`src/rtl/smr_pkg.sv`:
```
package smr_pkg;

  localparam int unsigned N_ST = 8;
  localparam int unsigned ST_W = 3;

  // state = {r1, r2, r3}; feedback 1+D^2+D^3, feedforward 1+D+D^3
  function automatic logic [ST_W-1:0] smr_next(input logic [ST_W-1:0] s, input logic u);
    logic fb;
    fb = u ^ s[1] ^ s[0];
    return {fb, s[2], s[1]};
  endfunction

  function automatic logic smr_par(input logic [ST_W-1:0] s, input logic u);
    logic fb;
    fb = u ^ s[1] ^ s[0];
    return fb ^ s[2] ^ s[0];
  endfunction

  // predecessor of state sn is {sn[1:0], b}; input bit on that branch
  function automatic logic smr_fwd_u(input logic [ST_W-1:0] sn, input logic b);
    return sn[2] ^ sn[0] ^ b;
  endfunction

  // parity bit on the branch {sn[1:0], b} -> sn
  function automatic logic smr_fwd_p(input logic [ST_W-1:0] sn, input logic b);
    return sn[2] ^ sn[1] ^ b;
  endfunction

endpackage

```
`src/rtl/smr_branch.sv`:
```
module smr_branch #(
  parameter int IN_W  = 8,
  parameter int LLR_W = 7,
  parameter int BM_W  = LLR_W + 1
) (
  input  logic signed [IN_W-1:0] sys_i,
  input  logic signed [IN_W-1:0] par_i,
  input  logic signed [IN_W-1:0] apr_i,
  output logic signed [BM_W-1:0] gam_o [4]
);

  localparam int HI    = 2 ** (LLR_W - 1) - 1;
  localparam int LO    = -(2 ** (LLR_W - 1));
  localparam int SUM_W = LLR_W + 2;

  function automatic logic signed [LLR_W-1:0] clamp(input logic signed [IN_W-1:0] x);
    if (x > IN_W'(HI))      return LLR_W'(HI);
    else if (x < IN_W'(LO)) return LLR_W'(LO);
    else                    return x[LLR_W-1:0];
  endfunction

  logic signed [LLR_W-1:0] ls, lp, la;
  logic signed [SUM_W-1:0] s_sum, p_ext;

  always_comb begin
    ls    = clamp(sys_i);
    lp    = clamp(par_i);
    la    = clamp(apr_i);
    s_sum = SUM_W'(ls) + SUM_W'(la);
    p_ext = SUM_W'(lp);
  end

  // index = {u, p}
  for (genvar k = 0; k < 4; k++) begin : g_bm
    localparam bit UB = ((k / 2) % 2) == 1;
    localparam bit PB = (k % 2) == 1;
    logic signed [SUM_W-1:0] v;
    always_comb begin
      v = (UB ? s_sum : -s_sum) + (PB ? p_ext : -p_ext);
      gam_o[k] = BM_W'(v >>> 1);
    end
  end

endmodule

```
`src/rtl/smr_acs.sv`:
```
module smr_acs #(
  parameter int SM_W  = 10,
  parameter int BM_W  = 8,
  parameter int EXT_W = 13,
  parameter int LN2_Q = 6
) (
  input  logic signed [SM_W-1:0]  ma_i,
  input  logic signed [SM_W-1:0]  mb_i,
  input  logic signed [BM_W-1:0]  ga_i,
  input  logic signed [BM_W-1:0]  gb_i,
  output logic signed [EXT_W-1:0] res_o
);

  logic signed [EXT_W-1:0] ca, cb, diff, mag, half, corr, corr_c, big;

  always_comb begin
    ca     = EXT_W'(ma_i) + EXT_W'(ga_i);
    cb     = EXT_W'(mb_i) + EXT_W'(gb_i);
    diff   = ca - cb;
    mag    = (diff < 0) ? -diff : diff;
    half   = mag >>> 1;
    corr   = EXT_W'(LN2_Q) - half;
    corr_c = (corr < 0) ? '0 : corr;
    big    = (ca >= cb) ? ca : cb;
    res_o  = big + corr_c;
  end

endmodule

```
`src/rtl/smr_norm.sv`:
```
module smr_norm #(
  parameter int N     = 8,
  parameter int SM_W  = 10,
  parameter int EXT_W = 13
) (
  input  logic signed [EXT_W-1:0] raw_i [N],
  output logic signed [SM_W-1:0]  nrm_o [N]
);

  localparam int HI = 2 ** (SM_W - 1) - 1;
  localparam int LO = -(2 ** (SM_W - 1));

  for (genvar i = 0; i < N; i++) begin : g_n
    logic signed [EXT_W-1:0] d;
    always_comb begin
      d = raw_i[i] - raw_i[0];
      if (d > EXT_W'(HI))      nrm_o[i] = SM_W'(HI);
      else if (d < EXT_W'(LO)) nrm_o[i] = SM_W'(LO);
      else                     nrm_o[i] = d[SM_W-1:0];
    end
  end

endmodule

```
`src/rtl/smr_recursion_unit.sv`:
```
module smr_recursion_unit
  import smr_pkg::*;
#(
  parameter int IN_W     = 8,
  parameter int LLR_W    = 7,
  parameter int SM_W     = 10,
  parameter int NEG_INIT = -256,
  parameter int LN2_Q    = 6
) (
  input  logic                 clk,
  input  logic                 rst,
  input  logic                 start,
  input  logic                 init_sel,
  input  logic                 dir,
  input  logic                 in_valid,
  input  logic [IN_W-1:0]      sys_llr,
  input  logic [IN_W-1:0]      par_llr,
  input  logic [IN_W-1:0]      apr_llr,
  output logic                 out_valid,
  output logic [N_ST*SM_W-1:0] sm_out
);

  localparam int BM_W  = LLR_W + 1;
  localparam int EXT_W = SM_W + 3;
  localparam int ROWS  = 3;

  logic signed [BM_W-1:0]  gam    [4];
  logic signed [SM_W-1:0]  init_lut [ROWS][N_ST];
  logic signed [SM_W-1:0]  base_m [N_ST];
  logic signed [SM_W-1:0]  metric_q [N_ST];
  logic signed [SM_W-1:0]  nrm    [N_ST];
  logic signed [EXT_W-1:0] raw    [N_ST];
  logic [1:0]              row;
  logic                    ov_q;

  smr_branch #(.IN_W(IN_W), .LLR_W(LLR_W), .BM_W(BM_W)) u_branch (
    .sys_i(sys_llr),
    .par_i(par_llr),
    .apr_i(apr_llr),
    .gam_o(gam)
  );

  // start table: row 0 forward, row 1 backward open, row 2 backward terminated
  always_comb begin
    for (int i = 0; i < N_ST; i++) begin
      init_lut[0][i] = (i == 0) ? '0 : SM_W'(NEG_INIT);
      init_lut[1][i] = '0;
      init_lut[2][i] = (i == 0) ? '0 : SM_W'(NEG_INIT);
    end
    row = dir ? (init_sel ? 2'd2 : 2'd1) : 2'd0;
    for (int i = 0; i < N_ST; i++)
      base_m[i] = start ? init_lut[row][i] : metric_q[i];
  end

  for (genvar st = 0; st < N_ST; st++) begin : g_st
    localparam logic [ST_W-1:0] SV = ST_W'(st);
    localparam int FP0 = (st % 4) * 2;
    localparam int FP1 = FP0 + 1;
    localparam int FG0 = 2 * int'(smr_fwd_u(SV, 1'b0)) + int'(smr_fwd_p(SV, 1'b0));
    localparam int FG1 = 2 * int'(smr_fwd_u(SV, 1'b1)) + int'(smr_fwd_p(SV, 1'b1));
    localparam int BN0 = int'(smr_next(SV, 1'b0));
    localparam int BN1 = int'(smr_next(SV, 1'b1));
    localparam int BG0 = int'(smr_par(SV, 1'b0));
    localparam int BG1 = 2 + int'(smr_par(SV, 1'b1));

    logic signed [SM_W-1:0] ma, mb;
    logic signed [BM_W-1:0] ga, gb;

    always_comb begin
      if (dir) begin
        ma = base_m[BN0];
        mb = base_m[BN1];
        ga = gam[BG0];
        gb = gam[BG1];
      end else begin
        ma = base_m[FP0];
        mb = base_m[FP1];
        ga = gam[FG0];
        gb = gam[FG1];
      end
    end

    smr_acs #(.SM_W(SM_W), .BM_W(BM_W), .EXT_W(EXT_W), .LN2_Q(LN2_Q)) u_acs (
      .ma_i(ma),
      .mb_i(mb),
      .ga_i(ga),
      .gb_i(gb),
      .res_o(raw[st])
    );

    assign sm_out[st*SM_W +: SM_W] = metric_q[st];
  end

  smr_norm #(.N(N_ST), .SM_W(SM_W), .EXT_W(EXT_W)) u_norm (
    .raw_i(raw),
    .nrm_o(nrm)
  );

  always_ff @(posedge clk) begin
    if (rst) begin
      ov_q <= 1'b0;
      for (int i = 0; i < N_ST; i++) metric_q[i] <= '0;
    end else begin
      ov_q <= in_valid;
      if (in_valid) begin
        for (int i = 0; i < N_ST; i++) metric_q[i] <= nrm[i];
      end else if (start) begin
        for (int i = 0; i < N_ST; i++) metric_q[i] <= base_m[i];
      end
    end
  end

  assign out_valid = ov_q;

endmodule

```
`config.mk`:
```
export PLATFORM = sky130hd
export DESIGN_NAME = smr_recursion_unit
export DESIGN_NICKNAME = d
export VERILOG_FILES = /design/src/rtl/smr_pkg.sv /design/src/rtl/smr_branch.sv /design/src/rtl/smr_acs.sv /design/src/rtl/smr_norm.sv /design/src/rtl/smr_recursion_unit.sv
export SDC_FILE = /design/constraint.sdc
export NUM_CORES = 1
export LEC_CHECK = 0
export BUFFER_PORTS_ARGS = -buffer_cell sky130_fd_sc_hd__buf_2
export CORE_ASPECT_RATIO = 0.7
export CORE_MARGIN = 1
export CORE_UTILIZATION = 45
export CTS_CLUSTER_SIZE = 25
export DETAILED_ROUTE_END_ITERATION = 8
export PLACE_DENSITY = 0.7
export SYNTH_ARGS = -nofsm -noshare
export SYNTH_HDL_FRONTEND = slang
export SYNTH_HIERARCHICAL = 1
export SYNTH_SLANG_ARGS = --single-unit
```
`constraint.sdc`:
```
create_clock -name clk -period 15.1 [get_ports clk]
set_input_delay 1.51 -clock clk [delete_from_list [all_inputs] [get_ports clk]]
set_output_delay 1.51 -clock clk [all_outputs]
set_load 0.005 [all_outputs]
```
==> results of run 1 <==
-- metal layers --
layer	vias to the layer above	part of all wire	track usage
li1	17000	-	-
met1	16900	0.45	0.457
met2	1851	0.38	0.430
met3	233	0.14	0.115
met4	4	0.033	0.103
met5	-	0.00016	0
-- worst max-delay path, delay by kind of cell --
family                     cells  cell delay, ns
xor gates and xnor gates       3            1.01
AOI/OAI and AO/OA             23            6.16
muxes                          1            0.41
adders and majority gates      8            2.43
buffers and inverters          3            0.30
and+or+nand+nor               13            2.45
-- cell type report --
cell class | count | area (sq um) | share of cell area
repair buffers | 147 | 833 | 0.0231
flip-flops and latches | 81 | 2420 | 0.0672
multi-input cells | 4151 | 30300 | 0.841
inverters | 238 | 893 | 0.0248
well taps | 989 | 1240 | 0.0343
diodes | 8 | 20.0 | 0.000555
clock inverters | 7 | 108 | 0.00298
clock buffers | 9 | 225 | 0.00625
-- Yosys cell counts (80+ instances only) --
library cell and n:
a21o_1 99, and2_1 97, nand2b_1 100, nor2b_1 140, o21a_1 113, a21oi_1 459
nand2_1 374, ha_1 473, xor2_1 160, nand3_1 125, inv_1 230, nor2_1 339
o21ai_0 192, xnor2_1 199, edfxtp_1 80, nor3_1 103
-- path summary, 6_finish.rpt --
| kind | startpoint | endpoint |
|---|---|---|
| setup reg to reg | metric_q[0][10] | metric_q[0][18] |
| hold reg to reg | metric_q[1][30] | metric_q[1][30] |
| setup / recovery | sys_llr[7] | metric_q[0][18] |
| hold / removal | in_valid | metric_q[0][29] |
-- cell families after synthesis --
family	count (synthesis)	share of synthesized area
AND/OR/NAND/NOR	1685	0.264
AO/OA/AOI/OAI	1421	0.283
adder cells (fa/ha/maj)	527	0.201
buffers and inverters	381	0.0511
XOR/XNOR	367	0.0953
multiplexers	109	0.0339
flip-flops	81	0.0705
other	9	0.000983
-- what timing repair did --
action	4_1_cts	5_1_grt
hold endpoints to repair	0	0
gates resized for setup	0	1
setup endpoints to repair	0	1
setup buffers	0	0
-- through the flow --
stage               cells  cell area [sq um]
global route         5622              36000
CTS                  5622              36000
global placement     5606              35700
detailed placement   5606              35700
floorplan            4613              34500
finish               5630              36100
-- sequential cells by signal, summed over array words and instances (netlist names) --
signal / flops
metric_q: 80
out_valid: 1
==> flow_summary_export.csv, run 1 <==
group,metric,value,unit
cts,tritoncts,"built",
worst_setup_path,cp.arrival,14.30,ns
timing,tightest_slew,1.41,ns
logic_synthesis,ys_seq_area_frac,0.0705,
worst_setup_path,slowest_stage,"a2bb2oi_1",
cts,cts_buffer_depth,2,
worst_setup_path,critPathKind,"input port to flip-flop",
routing,vias_per_cell,6.39,
logic_synthesis,synth_area,34400,sq um
timing,clock_skew,0.0355,ns
worst_setup_path,crit_fanout,14,
routing,wl_per_cell,22.9,microns
routing,wl,129000,microns
routing,first_iter_violations,4666,
timing,whs,1.77,ns
grt,grt.overflow.total,0,
worst_hold_path,hp-class,"input port to flip-flop",
timing,fin_crit,14.03,ns
routing,ant_nets,0,
finish,layout_common_cells,"ha_1, a21oi_1, nand2_1, nor2_1, inv_1",
timing,hold_viol,0,
placed_design,gp_congestion,1.17,
grt,grt_pass1_wl,189000,microns
finish,syn_to_final_growth,4.95,%
logic_synthesis,synth_seq_cells,81,
job,drv_cap,0,
logic_synthesis,synth_top_area_share,0.172,
grt,grtUsageTotal,0.318,
grt,first_global_vias,30900,
placed_design,numPortBuffers,110,
logic_synthesis,ys_warn_count,6,
finish,nets,5175,
finish,drive_above_1_share,0.0941,
worst_hold_path,hold_path_depth,4,
timing,rsz0062_at_grt,"no",
die,core,75400,sq um
finish,final_common_cell,"ha_1",
cts,clock_latency,0.42,ns
logic_synthesis,ys_async_sr_fraction,0,
finish,fill_cells,7575,
cts,clk_pin_slew,0.10,ns
logic_synthesis,synth_edf_count,80,
timing,setup_viol,0,
worst_setup_path,crit_required,15.37,ns
worst_setup_path,critPathMostFrequentCell,"ha_1",
cts,numCtsBuffers,9,
timing,relSlewSlack,0.0590,
logic_synthesis,synthFlopType,"edfxtp_1",
die,num_rows,84,
logic_synthesis,synth_cell_types,132,
cts,clock-sinks,81,
outcome,status,"complete, no violations",
cts,htreeDepth,3,
timing,fin_ws,1.07,ns
timing,finalMaxSlewViolations,0,
die,dieArea,77500,sq um
placed_design,dp_slack,0.849,ns
logic_synthesis,synth_area_leaders,"ha_1, edfxtp_1, a21oi_1, xnor2_1, nand2_1",
die,die_h,233,microns
die,die_w,332,microns
timing,max_freq,71.3,MHz
worst_setup_path,r2r_setup_slack,4.09,ns
worst_setup_path,crit_path_max_incr_delay,0.80,ns
die,initial_core_util,0.456,
die,ios,111,
logic_synthesis,synth_top_area_cell,"ha_1",
timing,finalSetupTns,0,ns
logic_synthesis,syn_avg_cell_area,7.50,sq um
worst_setup_path,end_kind,"flip-flop",
finish,post-route-util,0.479,
routing,via_count,36000,
logic_synthesis,netlist_instances,4580,
worst_setup_path,r2r_cells,44,
placed_design,place_hpwl,105000,microns
grt,antenna_found_initial,10,
cts,cts_hold_buf,0,
timing,period_share,0.929,
worst_setup_path,worstSetupStartpointType,"input port",
routing,dr.pass1.iters,6,
routing,post-route-drc-count,0,
grt,grt_start_max_net_pins,80,
cts,cts-root-buf,"clkbuf_16",
Power of run 1 is not shown: default switching activity piles up to over one toggle a cycle in this logic, so the estimate is an artifact.
==> inputs of run 2 (changes only) <==
- PLACE_DENSITY: 0.7 -> not set
==> flow_summary_export.csv, run 2 (synthesized netlist as in run 1, its figures left out) <==
group,metric,value,unit
cts,clk_pin_slew,0.09,ns
timing,relSlewSlack,0.123,
worst_setup_path,worstSetupStartpointType,"input port",
grt,grt.overflow.total,0,
routing,wl_per_cell,23.0,microns
worst_setup_path,slowest_stage,"xnor2_1",
finish,syn_to_final_growth,4.93,%
routing,dr.pass1.iters,6,
cts,cts_setup_buffers,0,
cts,cts_buffer_depth,2,
worst_setup_path,end_kind,"flip-flop",
finish,nets,5179,
timing,period_share,0.927,
outcome,status,"complete, no violations",
finish,final_common_cell,"ha_1",
worst_setup_path,crit_fanout,14,
die,die_w,332,microns
timing,finalSetupTns,0,ns
grt,grtUsageTotal,0.322,
routing,wl,129000,microns
cts,clock_latency,0.41,ns
routing,first_iter_violations,4322,
grt,first_global_vias,30200,
die,initial_core_util,0.456,
timing,clock_skew,0.0221,ns
cts,cts_hold_buf,0,
die,core,75400,sq um
timing,fin_crit,14.00,ns
timing,setup_viol,0,
cts,numCtsBuffers,9,
routing,post-route-drc-count,0,
timing,hold_viol,0,
routing,vias_per_cell,6.24,
finish,drive_above_1_share,0.0947,
timing,max_freq,71.4,MHz
finish,layout_common_cells,"ha_1, a21oi_1, nand2_1, nor2_1, inv_1",
placed_design,numPortBuffers,110,
worst_setup_path,critPathMostFrequentCell,"a21oi_1",
worst_hold_path,hp-class,"input port to flip-flop",
routing,ant_nets,0,
cts,htreeDepth,3,
die,ios,111,
finish,multi_input_area,30300,sq um
worst_setup_path,crit_path_max_incr_delay,0.66,ns
routing,via_count,35100,
cts,tritoncts,"built",
cts,clock-sinks,81,
finish,fill_cells,7593,
worst_setup_path,critPathKind,"input port to flip-flop",
grt,grt_start_max_net_pins,62,
grt,grt_pass1_wl,191000,microns
die,dieArea,77500,sq um
cts,cts-root-buf,"clkbuf_16",
placed_design,place_hpwl,108000,microns
finish,largest_reg_flops,80,
job,drv_cap,0,
worst_setup_path,crit_required,15.34,ns
placed_design,gp_congestion,1.04,
timing,finalMaxSlewViolations,0,
timing,rsz0062_at_grt,"no",
finish,top_register,"metric_q",
finish,register_area,2420,sq um
die,die_h,233,microns
die,num_rows,84,
worst_setup_path,cp.arrival,14.25,ns
grt,antenna_found_initial,9,
timing,tightest_slew,1.31,ns
[run 2: final timing paths]
check / to / start / slack, ns / cells past startpoint
max: metric_q[1][8] / apr_llr[7] / 1.10 / 55
min: metric_q[0][39] / rst / 1.78 / 2
max reg2reg: metric_q[0][38] / metric_q[1][0] / 4.42 / 41
min reg2reg: metric_q[0][20] / metric_q[1][10] / 1.94 / 10
[run 2: routing by layer]
metal | vias to the layer above | GRT usage | part of all wire
met4 | 2 | 0.0990 | 0.034
met2 | 1522 | 0.443 | 0.38
met3 | 175 | 0.0845 | 0.11
li1 | 17000 | - | -
met1 | 16400 | 0.478 | 0.47
met5 | - | 0 | 0.000054
[run 2: critical path, delay by kind of cell]
kind / cells / cell delay (ns)
AO/OA/AOI/OAI: 21 / 4.66
buffers and inverters: 4 / 0.47
adder cells (fa/ha/maj): 10 / 3.02
XOR/XNOR: 5 / 1.20
AND/OR/NAND/NOR: 14 / 2.87
multiplexers: 1 / 0.50
[run 2: layout make-up]
type | instances | area share
clock inverter | 7 | 0.00236
sequential | 81 | 0.0672
multi-input combinational | 4151 | 0.841
clock buffer | 9 | 0.00625
timing repair buffer | 151 | 0.0239
tap | 989 | 0.0343
inverter | 238 | 0.0248
antenna | 2 | 0.000139
[run 2: metrics by stage]
| stage | utilization | hold WS, ns | setup slack, ns | instances | instance area (sq um) |
|---|---|---|---|---|---|
| finish | 0.478 | 1.78 | 1.10 | 5628 | 36100 |
| floorplan | - | 1.48 | 2.64 | 4613 | 34500 |
| global route | 0.478 | 1.77 | 0.0558 | 5626 | 36000 |
| CTS | 0.478 | 1.70 | 1.23 | 5626 | 36000 |
| global placement | 0.474 | 1.89 | 1.07 | 5610 | 35700 |
| detailed placement | 0.474 | 1.89 | 0.883 | 5610 | 35700 |
[run 2: what timing repair did]
action | CTS | global route
endpoints found under the hold margin | 0 | 0
endpoints found under the setup margin | 0 | 1
resized for setup | 0 | 1
Power of run 2 is left out for the same reason.
